### src/rtl/sio_pkg.sv
package sio_pkg;

    // Mode register layout, bit 5 down to bit 0
    typedef struct packed {
        logic       rx_from_dout;  // 5: receive from data-out pad
        logic       msb_first;     // 4: bit order
        logic       pins_on;       // 3: pins belong to the serial function
        logic       int_clk;       // 2: internally generated transfer clock
        logic [1:0] div_code;      // 1:0 internal rate
    } sio_mode_t;

    localparam int MODE_W = $bits(sio_mode_t);

    // Half period of the internal clock in system clocks, before prescale
    function automatic int half_base(input logic [1:0] code);
        case (code)
            2'd0:    return 2;
            2'd1:    return 8;
            2'd2:    return 16;
            default: return 32;
        endcase
    endfunction

endpackage

### src/rtl/sio_clk_divider.sv
module sio_clk_divider #(
    parameter int PRESCALE = 1
) (
    input  logic       clk,
    input  logic       rst_n,
    input  logic       run,
    input  logic       restart,
    input  logic [1:0] div_code,
    output logic       sclk,
    output logic       fall_evt,
    output logic       rise_evt
);
    import sio_pkg::*;

    localparam int MAX_HALF = 32 * PRESCALE;
    localparam int CW       = $clog2(MAX_HALF) + 1;

    typedef struct packed {
        logic [CW-1:0] cnt;
        logic          sclk;
    } div_st_t;

    div_st_t       st_d, st_q;
    logic [CW-1:0] half_len;
    logic          at_term;

    always_comb begin
        half_len = CW'(half_base(div_code) * PRESCALE);
        at_term  = (st_q.cnt == half_len - CW'(1));
        fall_evt = run & ~restart & at_term & st_q.sclk;
        rise_evt = run & ~restart & at_term & ~st_q.sclk;
        st_d     = st_q;
        if (restart || !run) begin
            st_d.cnt  = '0;
            st_d.sclk = 1'b1;
        end else if (at_term) begin
            st_d.cnt  = '0;
            st_d.sclk = ~st_q.sclk;
        end else begin
            st_d.cnt  = st_q.cnt + CW'(1);
        end
    end

    always_ff @(posedge clk or negedge rst_n) begin
        if (!rst_n) begin
            st_q.cnt  <= '0;
            st_q.sclk <= 1'b1;
        end else begin
            st_q <= st_d;
        end
    end

    assign sclk = st_q.sclk;

endmodule

### src/rtl/sio_edge_sync.sv
module sio_edge_sync #(
    parameter int   STAGES = 2,
    parameter logic IDLE   = 1'b1
) (
    input  logic clk,
    input  logic rst_n,
    input  logic pin,
    output logic rise,
    output logic fall
);
    localparam int W = STAGES + 1;

    logic [W-1:0] sh_d, sh_q;

    always_comb begin
        sh_d = {sh_q[W-2:0], pin};
        rise = sh_q[STAGES-1] & ~sh_q[STAGES];
        fall = ~sh_q[STAGES-1] & sh_q[STAGES];
    end

    always_ff @(posedge clk or negedge rst_n) begin
        if (!rst_n) sh_q <= {W{IDLE}};
        else        sh_q <= sh_d;
    end

endmodule

### src/rtl/sio_shift_port.sv
module sio_shift_port #(
    parameter int DATA_W      = 8,
    parameter int PRESCALE    = 1,
    parameter int SYNC_STAGES = 2
) (
    input  logic              clk,
    input  logic              rst_n,
    input  logic              wr_en,
    input  logic              wr_sel,
    input  logic [DATA_W-1:0] wr_data,
    input  logic              rd_sel,
    output logic [DATA_W-1:0] rd_data,
    input  logic              sclk_in,
    output logic              sclk_out,
    output logic              sclk_oe,
    input  logic              din,
    input  logic              dout_pad,
    output logic              dout,
    output logic              dout_oe,
    output logic              irq
);
    import sio_pkg::*;

    localparam int CNT_W = $clog2(DATA_W);

    typedef struct packed {
        sio_mode_t         mode;
        logic [DATA_W-1:0] shreg;
        logic [CNT_W-1:0]  cnt;
        logic              busy;
        logic              dout;
        logic              irq;
    } port_st_t;

    port_st_t st_d, st_q;

    logic load;
    logic int_sclk, int_fall, int_rise;
    logic ext_fall, ext_rise;
    logic fall_evt, rise_evt, rx_bit;

    assign load = wr_en & wr_sel;

    sio_clk_divider #(.PRESCALE(PRESCALE)) u_div (
        .clk      (clk),
        .rst_n    (rst_n),
        .run      (st_q.busy & st_q.mode.int_clk),
        .restart  (load),
        .div_code (st_q.mode.div_code),
        .sclk     (int_sclk),
        .fall_evt (int_fall),
        .rise_evt (int_rise)
    );

    sio_edge_sync #(.STAGES(SYNC_STAGES), .IDLE(1'b1)) u_sync (
        .clk   (clk),
        .rst_n (rst_n),
        .pin   (sclk_in),
        .rise  (ext_rise),
        .fall  (ext_fall)
    );

    always_comb begin
        st_d     = st_q;
        st_d.irq = 1'b0;
        fall_evt = st_q.mode.int_clk ? int_fall : ext_fall;
        rise_evt = st_q.mode.int_clk ? int_rise : ext_rise;
        rx_bit   = st_q.mode.rx_from_dout ? dout_pad : din;

        if (st_q.busy) begin
            if (fall_evt) begin
                st_d.dout = st_q.mode.msb_first ? st_q.shreg[DATA_W-1] : st_q.shreg[0];
            end
            if (rise_evt) begin
                if (st_q.mode.msb_first) st_d.shreg = {st_q.shreg[DATA_W-2:0], rx_bit};
                else                     st_d.shreg = {rx_bit, st_q.shreg[DATA_W-1:1]};
                if (st_q.cnt == '0) begin
                    st_d.busy = 1'b0;
                    st_d.irq  = 1'b1;
                end else begin
                    st_d.cnt  = st_q.cnt - CNT_W'(1);
                end
            end
        end

        if (wr_en) begin
            if (wr_sel) begin
                st_d.shreg = wr_data;
                st_d.cnt   = CNT_W'(DATA_W - 1);
                st_d.busy  = 1'b1;
            end else begin
                st_d.mode  = sio_mode_t'(wr_data[MODE_W-1:0]);
            end
        end
    end

    always_ff @(posedge clk or negedge rst_n) begin
        if (!rst_n) begin
            st_q.mode  <= '0;
            st_q.shreg <= '0;
            st_q.cnt   <= '0;
            st_q.busy  <= 1'b0;
            st_q.dout  <= 1'b1;
            st_q.irq   <= 1'b0;
        end else begin
            st_q <= st_d;
        end
    end

    always_comb begin
        rd_data  = rd_sel ? st_q.shreg : DATA_W'(st_q.mode);
        sclk_out = st_q.mode.int_clk ? int_sclk : 1'b1;
        sclk_oe  = st_q.mode.pins_on & st_q.mode.int_clk;
        dout     = st_q.dout;
        dout_oe  = st_q.mode.pins_on & (st_q.mode.int_clk ? st_q.busy : 1'b1);
        irq      = st_q.irq;
    end

    // Observation points for the bound checker
    logic              busy_w;
    logic [MODE_W-1:0] mode_w;
    assign busy_w = st_q.busy;
    assign mode_w = st_q.mode;

endmodule

### config.mk
export PLATFORM = sky130hd
export DESIGN_NAME = sio_shift_port
export DESIGN_NICKNAME = d
export VERILOG_FILES = /design/src/rtl/sio_pkg.sv /design/src/rtl/sio_clk_divider.sv /design/src/rtl/sio_edge_sync.sv /design/src/rtl/sio_shift_port.sv
export SDC_FILE = /design/constraint.sdc
export NUM_CORES = 1
export LEC_CHECK = 0
export BUFFER_PORTS_ARGS = -buffer_cell sky130_fd_sc_hd__buf_2
export CAP_MARGIN = 5
export CORE_ASPECT_RATIO = 1.75
export CORE_UTILIZATION = 30
export CTS_CLUSTER_DIAMETER = 120
export CTS_CLUSTER_SIZE = 20
export DETAILED_ROUTE_END_ITERATION = 8
export PLACE_DENSITY = 0.52
export SETUP_SLACK_MARGIN = 0.4
export SLEW_MARGIN = 25
export SYNTH_ARGS = -nofsm -noshare
export SYNTH_HDL_FRONTEND = slang
export SYNTH_SLANG_ARGS = --single-unit
### constraint.sdc
create_clock -name clk -period 1.8 [get_ports clk]
set_clock_uncertainty 0.2 [all_clocks]
set_input_delay 0.18 -clock clk [delete_from_list [all_inputs] [get_ports clk]]
set_output_delay 0.18 -clock clk [all_outputs]
set_load 0.01 [all_outputs]
==> impl_results.md, run 1 <==
- Clock power frac: 24.6%
- Post-route clock period utilization: 104%
- P&R area growth vs syn: 41.8%
- IO Pins: 29
- Startpoint types: register
- Final setup TNS: -0.457 ns
- Final setup fails: 9
- Met2 usage in global routing: 29.0%
- CP max FO: 6
- Sequential fraction of the synthesis area: 42.9%
- Post-Syn Instances: 163
- Top-area cell type share of the netlist area: 35.5%
- Clock-pin slew on the worst setup and hold paths: 0.06 ns
- Synth Area per Inst: 10.8 µm²
- Global-route wire length before repair: 6.89 mm
- Syn nets: 182
- Synthesized cell area: 1760 µm²
- Sequential share of power: 40.5%
- Root Buffer: clkbuf_8
- Rows: 36
- Worst Setup Path Type: register to register
- Synth Flop Type: dfrtp_1
- Port bufs: 28
- CTS Buffer Depth: 2
- Met3 Usage GRT: 2.74%
- GPL Wtd Cong: 0.731
- Worst min path class: primary input to register
- Die Span Y: 103 µm
- Synth area leaders: dfrtp_1 (35%), mux2_2 (8.9%), dfstp_2 (7.4%), mux2i_1 (5.1%), mux2_4 (5.1%)
- Max-cap violation count: 0
- Leakage: 1.13 nW
- Hold slack: 0.0558 ns
- CP required: 1.76 ns
- Most common cell in the synthesized netlist: dfrtp_1
- DR vias: 1,436
- Routed Antenna Nets: 0
- 1st-iter DRT viols: 31
- Final Cell Area: 2500 µm²
- Critical Path AT: 1.83 ns
- Power Dens Cells: 924 nW/µm²
- Remaining global-route overflow: 0
- Status: finished, violations left
- Total Nets Final: 244
- Clk sinks: 30
- Post-Route WL: 4.43 mm
- Routing usage on met1: 15.3%
- Slew Limit Headroom: 54.3%
- Syn. warnings: 0
- Busiest grt layer: met2
- Min setup slack post-route: -0.0694 ns
- Failing checks: negative setup slack
- Non-Filler Instances: 302
- CTS tree: yes
- Vias in the first global route: 1,460
- Fin. Hold Viols: 0
- Commonest cells post-synth: dfrtp_1 (25), nand2_1 (17), mux2_2 (14)
- Largest net degree at the start of global routing: 31
- Die ar.: 6200 µm²
- Ant. Diodes: 0
- Total power: 2.31 mW
- Register bit total from synthesis: 30
- Final Util: 44.4%
- Gate power share: 34.8%
- Netlist cell types: 43
- Vias per cell: 4.75
- Max-slew violations: 0
- Async SR Flop Fraction: 100%
- Initial Util: 31.3%
- CORE AREA: 5630 µm²
- GR Util All Layers: 15.3%
- Share of cells above drive strength 1: 50.0%
- Worst-Margin Slew: 0.686 ns
- Switch Pwr: 0.724 mW
- Post-synth EDFFs: 0
- # fillers: 551
- Antenna violations before repair: 0
- Die X: 60.0 µm
- Worst IR Drop VDD: 0.298 mV
- RSZ-0062 raised after global routing: yes
- # H-tree levels: 2
- R2R cell count: 5
- Switching portion of total power: 31.3%
- Hold Path Stages: 4
- CTS Buf Count: 5
- First-pass DRT Iterations: 4
- Max Freq: 535 MHz
- DPL Wire Length: 3.20 mm
- Synth area leader: dfrtp_1
- Final worst path period need: 1.87 ns
- Placed Area: 2150 µm²
- Placed cell count: 279
- Internal power: 1.59 mW
- Later-pin clock latency in the skew report: 0.28 ns
- DP Worst Slack: -0.0804 ns
- # DRC: 0
- Post-detailed-route wirelength per cell: 14.7 µm
- Crit path capture type: register
-- cell families after synthesis --
family	count (synthesis)	share of synthesized area [%]
adders and majority gates	3	2.13
xor gates and xnor gates	5	2.48
AOI/OAI and AO/OA	23	9.43
DFF	30	42.9
and+or+nand+nor	61	20.3
buffers and inverters	11	2.98
muxes	30	19.8
-- critical path, stage by stage, from the launching register on --
cell and delay, ns:
dfrtp_1 0.42, or3b_4 0.41, o311ai_4 0.10, nand4_4 0.15
nand3_4 0.16, mux2_4 0.32
-- path summary, 6_finish.rpt --
| kind | start | to | slack (ns) |
|---|---|---|---|
| max | u_div.st_q[2] | st_q[10] | -0.07 |
| min | wr_data[6] | st_q[12] | 0.06 |
| min reg2reg | u_sync.sh_q[0] | u_sync.sh_q[1] | 0.16 |
| max in group asynchronous | rst_n | mode_w[2] | 0.62 |
| max reg2reg | u_div.st_q[2] | st_q[10] | -0.07 |
| min in group asynchronous | rst_n | st_q[10] | 0.29 |
-- timing repair --
action | in CTS | in global routing
endpoints found under the setup margin | 30 | 30
pin swaps | 6 | 0
hold endpoints to repair | 34 | 0
gates resized for setup | 17 | 13
buffers inserted | 5 | 1
hold buffers | 9 | 0
-- layout make-up --
type	count	area, µm²	share of cell area, %
inverter	4	15.0	0.600
clock inverter	1	5.00	0.200
clock buffer	7	86.3	3.45
multi-input combinational	122	1070	42.6
tap	76	95.1	3.80
sequential	30	761	30.4
timing repair buffer	62	473	18.9
-- per-layer routing --
metal	wire, µm	vias up	share of wire, %
li1	-	701	-
met1	1700	688	38
met2	2450	35	55
met3	104	12	2.3
met4	178	0	4.0
met5	0	-	0
-- power groups by stage --
stage / clock network (mW) / registers (mW) / logic (mW)
after CTS: 0.585 / 0.931 / 0.761
after global routing: 0.613 / 0.954 / 0.876
after detailed placement: 0 / 0.958 / 0.639
final: 0.570 / 0.937 / 0.806
after global placement: 0 / 0.956 / 0.627
after floorplan: 0 / 0.897 / 0.471
-- sequential cells by signal, indices dropped and copies added, names as in the netlist --
name         count
busy_w           1
dout             1
irq              1
mode_w           6
st_q            11
u_div.sclk       1
u_div.st_q       6
u_sync.sh_q      3
-- cells in the final DEF, fill, tap and decap left out, types with 5 or more instances in the layout --
cell,n
buf_2,21
buf_4,22
buf_6,10
clkbuf_8,6
dfrtp_1,22
dfstp_2,5
dlygate4sd3_1,9
mux2_2,10
mux2_4,10
mux2i_1,9
nand2_1,17
nor2_1,8
o21ai_0,9
No activity file was read; power rests on OpenSTA's default activity.
==> run 2: changes to the inputs <==
==> constraint.sdc (replaced) <==
create_clock -name clk -period 1.8 [get_ports clk]
set_clock_uncertainty 0.2 [all_clocks]
set_input_delay 0.18 -clock clk [delete_from_list [all_inputs] [get_ports clk]]
set_output_delay 0.18 -clock clk [all_outputs]
set_load 0.005 [all_outputs]
==> impl_results.md, run 2 (synthesis gave the netlist of run 1 again) <==
- Total power: 2.28 mW (-1.3%)
- P&R area growth vs syn: 41.3%
- Later-pin clock latency in the skew report: 0.28 ns (about the same)
- Die ar.: 6200 µm² (unchanged)
- Status: finished, violations left
- Vias per cell: 4.75 (-0.14%)
- DR vias: 1,434 (-0.14%)
- Worst-Margin Slew: 0.685 ns (-0.00130 ns)
- Global-route wire length before repair: 6.87 mm (-0.30%)
- GPL Wtd Cong: 0.731 (unchanged)
- CTS tree: yes
- Crit path largest cell delay: 0.42 ns (about the same)
- Min setup slack post-route: -0.0678 ns (+0.00161 ns)
- 1st-iter DRT viols: 33 (+6.5%)
- Max-slew violations: 0 (unchanged)
- Clk sinks: 30 (unchanged)
- Failing checks: negative setup slack
- Post-route clock period utilization: 104% (about the same)
- Slew Limit Headroom: 54.3% (+0.087 points)
- Die Span Y: 103 µm (unchanged)
- Die X: 60.0 µm (unchanged)
- Final Util: 44.3% (-0.16 points)
- Largest net degree at the start of global routing: 31 (unchanged)
- Power Dens Cells: 916 nW/µm² (-0.94%)
- CTS Buffer Depth: 2 (unchanged)
- Fin. Hold Viols: 0 (unchanged)
- Hold Path Stages: 4 (unchanged)
- R2R Setup Slk: -0.07 ns (about the same)
- # DRC: 0 (unchanged)
- Max Freq: 535 MHz (about the same)
- Leakage: 1.13 nW (-0.20%)
- RSZ-0062 raised after global routing: yes
- Root Buffer: clkbuf_8
- Routed Antenna Nets: 0 (unchanged)
- Final worst path period need: 1.87 ns (-0.00161 ns)
- Port bufs: 28 (unchanged)
- Critical-path cell list: or3b_4, o311ai_4, nand4_4, nand3_4, mux2_4
- CP required: 1.77 ns (about the same)
- Largest register FFs: 11 (unchanged)
- Worst min path class: primary input to register
- Largest Register: st_q
- First-pass DRT Iterations: 4 (unchanged)
- Final setup fails: 9 (unchanged)
- GR Util All Layers: 15.3% (-0.051 points)
- Crit path capture type: register
- Ant. Diodes: 0 (unchanged)
- # H-tree levels: 2 (unchanged)
- Startpoint types: register
- RR Endpoint: st_q[10]
- Worst r2r src: u_div.st_q[2]
- Most frequent cells in the layout: dfrtp_1 (22), buf_2 (22), buf_4 (22), nand2_1 (17)
- Remaining global-route overflow: 0 (unchanged)
- Max-cap violation count: 0 (unchanged)
- Post-detailed-route wirelength per cell: 14.6 µm (-0.25%)
- R2R cell count: 5 (unchanged)
- Worst Setup Path Type: register to register
- Share of cells above drive strength 1: 49.6% (-0.44 points)
- Hold_sp: wr_data[6]
- DPL Wire Length: 3.20 mm (unchanged)
- Hold Path End: st_q[12]
- Clock-pin slew on the worst setup and hold paths: 0.07 ns (about the same)
- Critical Path AT: 1.83 ns (about the same)
- Post-Route WL: 4.42 mm (-0.25%)
- CP max FO: 6 (unchanged)
- CORE AREA: 5630 µm² (unchanged)
- CTS Buf Count: 5 (unchanged)
- Worst IR Drop VDD: 0.298 mV (about the same)
- Total Nets Final: 244 (unchanged)
- Initial Util: 31.3% (unchanged)
- Rows: 36 (unchanged)
- Vias in the first global route: 1,459 (-0.068%)
- Antenna violations before repair: 0 (unchanged)
- IO Pins: 29 (unchanged)
- Slowest-stage cell, CP: dfrtp_1
-- run 2: area by class of cell --
cell class / count / area (µm²)
clock inverters: 1 / 5.00
well taps: 76 / 95.1
repair buffers: 62 / 467
multi-input cells: 122 / 1060
clock buffers: 7 / 86.3
inverters: 4 / 15.0
fillers: 552 / 3140
flip-flops and latches: 30 / 761
-- run 2: worst max path at each step --
stage / start / end / slack [ns] / depth (start not counted)
6_report: u_div.st_q[2] / st_q[10] / -0.07 / 5
5_1_grt: u_div.st_q[2] / dout / -0.13 / 5
4_1_cts: u_div.st_q[2] / st_q[10] / -0.06 / 5
3_5_place_dp: mode_w[1] / st_q[10] / -0.08 / 5
3_3_place_gp: mode_w[1] / u_div.sclk / -0.06 / 6
2_1_floorplan: u_div.st_q[5] / st_q[10] / -0.05 / 5
-- run 2: power by group --
group / internal, mW / leakage, nW / switching, mW
Clock: 0.308 / 0.0482 / 0.263
Sequential: 0.803 / 0.355 / 0.133
Combinational: 0.473 / 0.729 / 0.303
-- run 2: layer usage --
metal	wire, µm	track usage [%]
met1	1690	15.1
met2	2450	29.0
met3	100	2.74
met4	178	8.05
met5	0	0
-- run 2: through the flow --
stage	worst slack [ns]	hold WS (ns)	std cells	setup TNS (ns)	cell area [µm²]
after floorplan	-0.0491	-0.316	163	-0.306	1810
after global placement	-0.0629	0.0726	279	-0.689	2150
after detailed placement	-0.0804	0.0705	279	-0.948	2150
after CTS	-0.0636	0.0506	301	-0.424	2410
after global routing	-0.129	0.0757	302	-1.53	2490
final	-0.0678	0.0552	302	-0.448	2490
-- run 2: worst max-delay path: cells and delay by family, from the launching register on --
family	cells	cell delay, ns
DFF	1	0.42
muxes	1	0.32
AOI/OAI and AO/OA	1	0.10
and+or+nand+nor	3	0.72
-- run 2: repair_timing --
action | 4_1_cts | 5_1_grt
setup buffers | 5 | 1
setup endpoints to repair | 30 | 30
hold endpoints to repair | 34 | 0
hold buffers | 9 | 0
pin swaps | 6 | 0
gates resized for setup | 12 | 16
gates cloned | 0 | 0
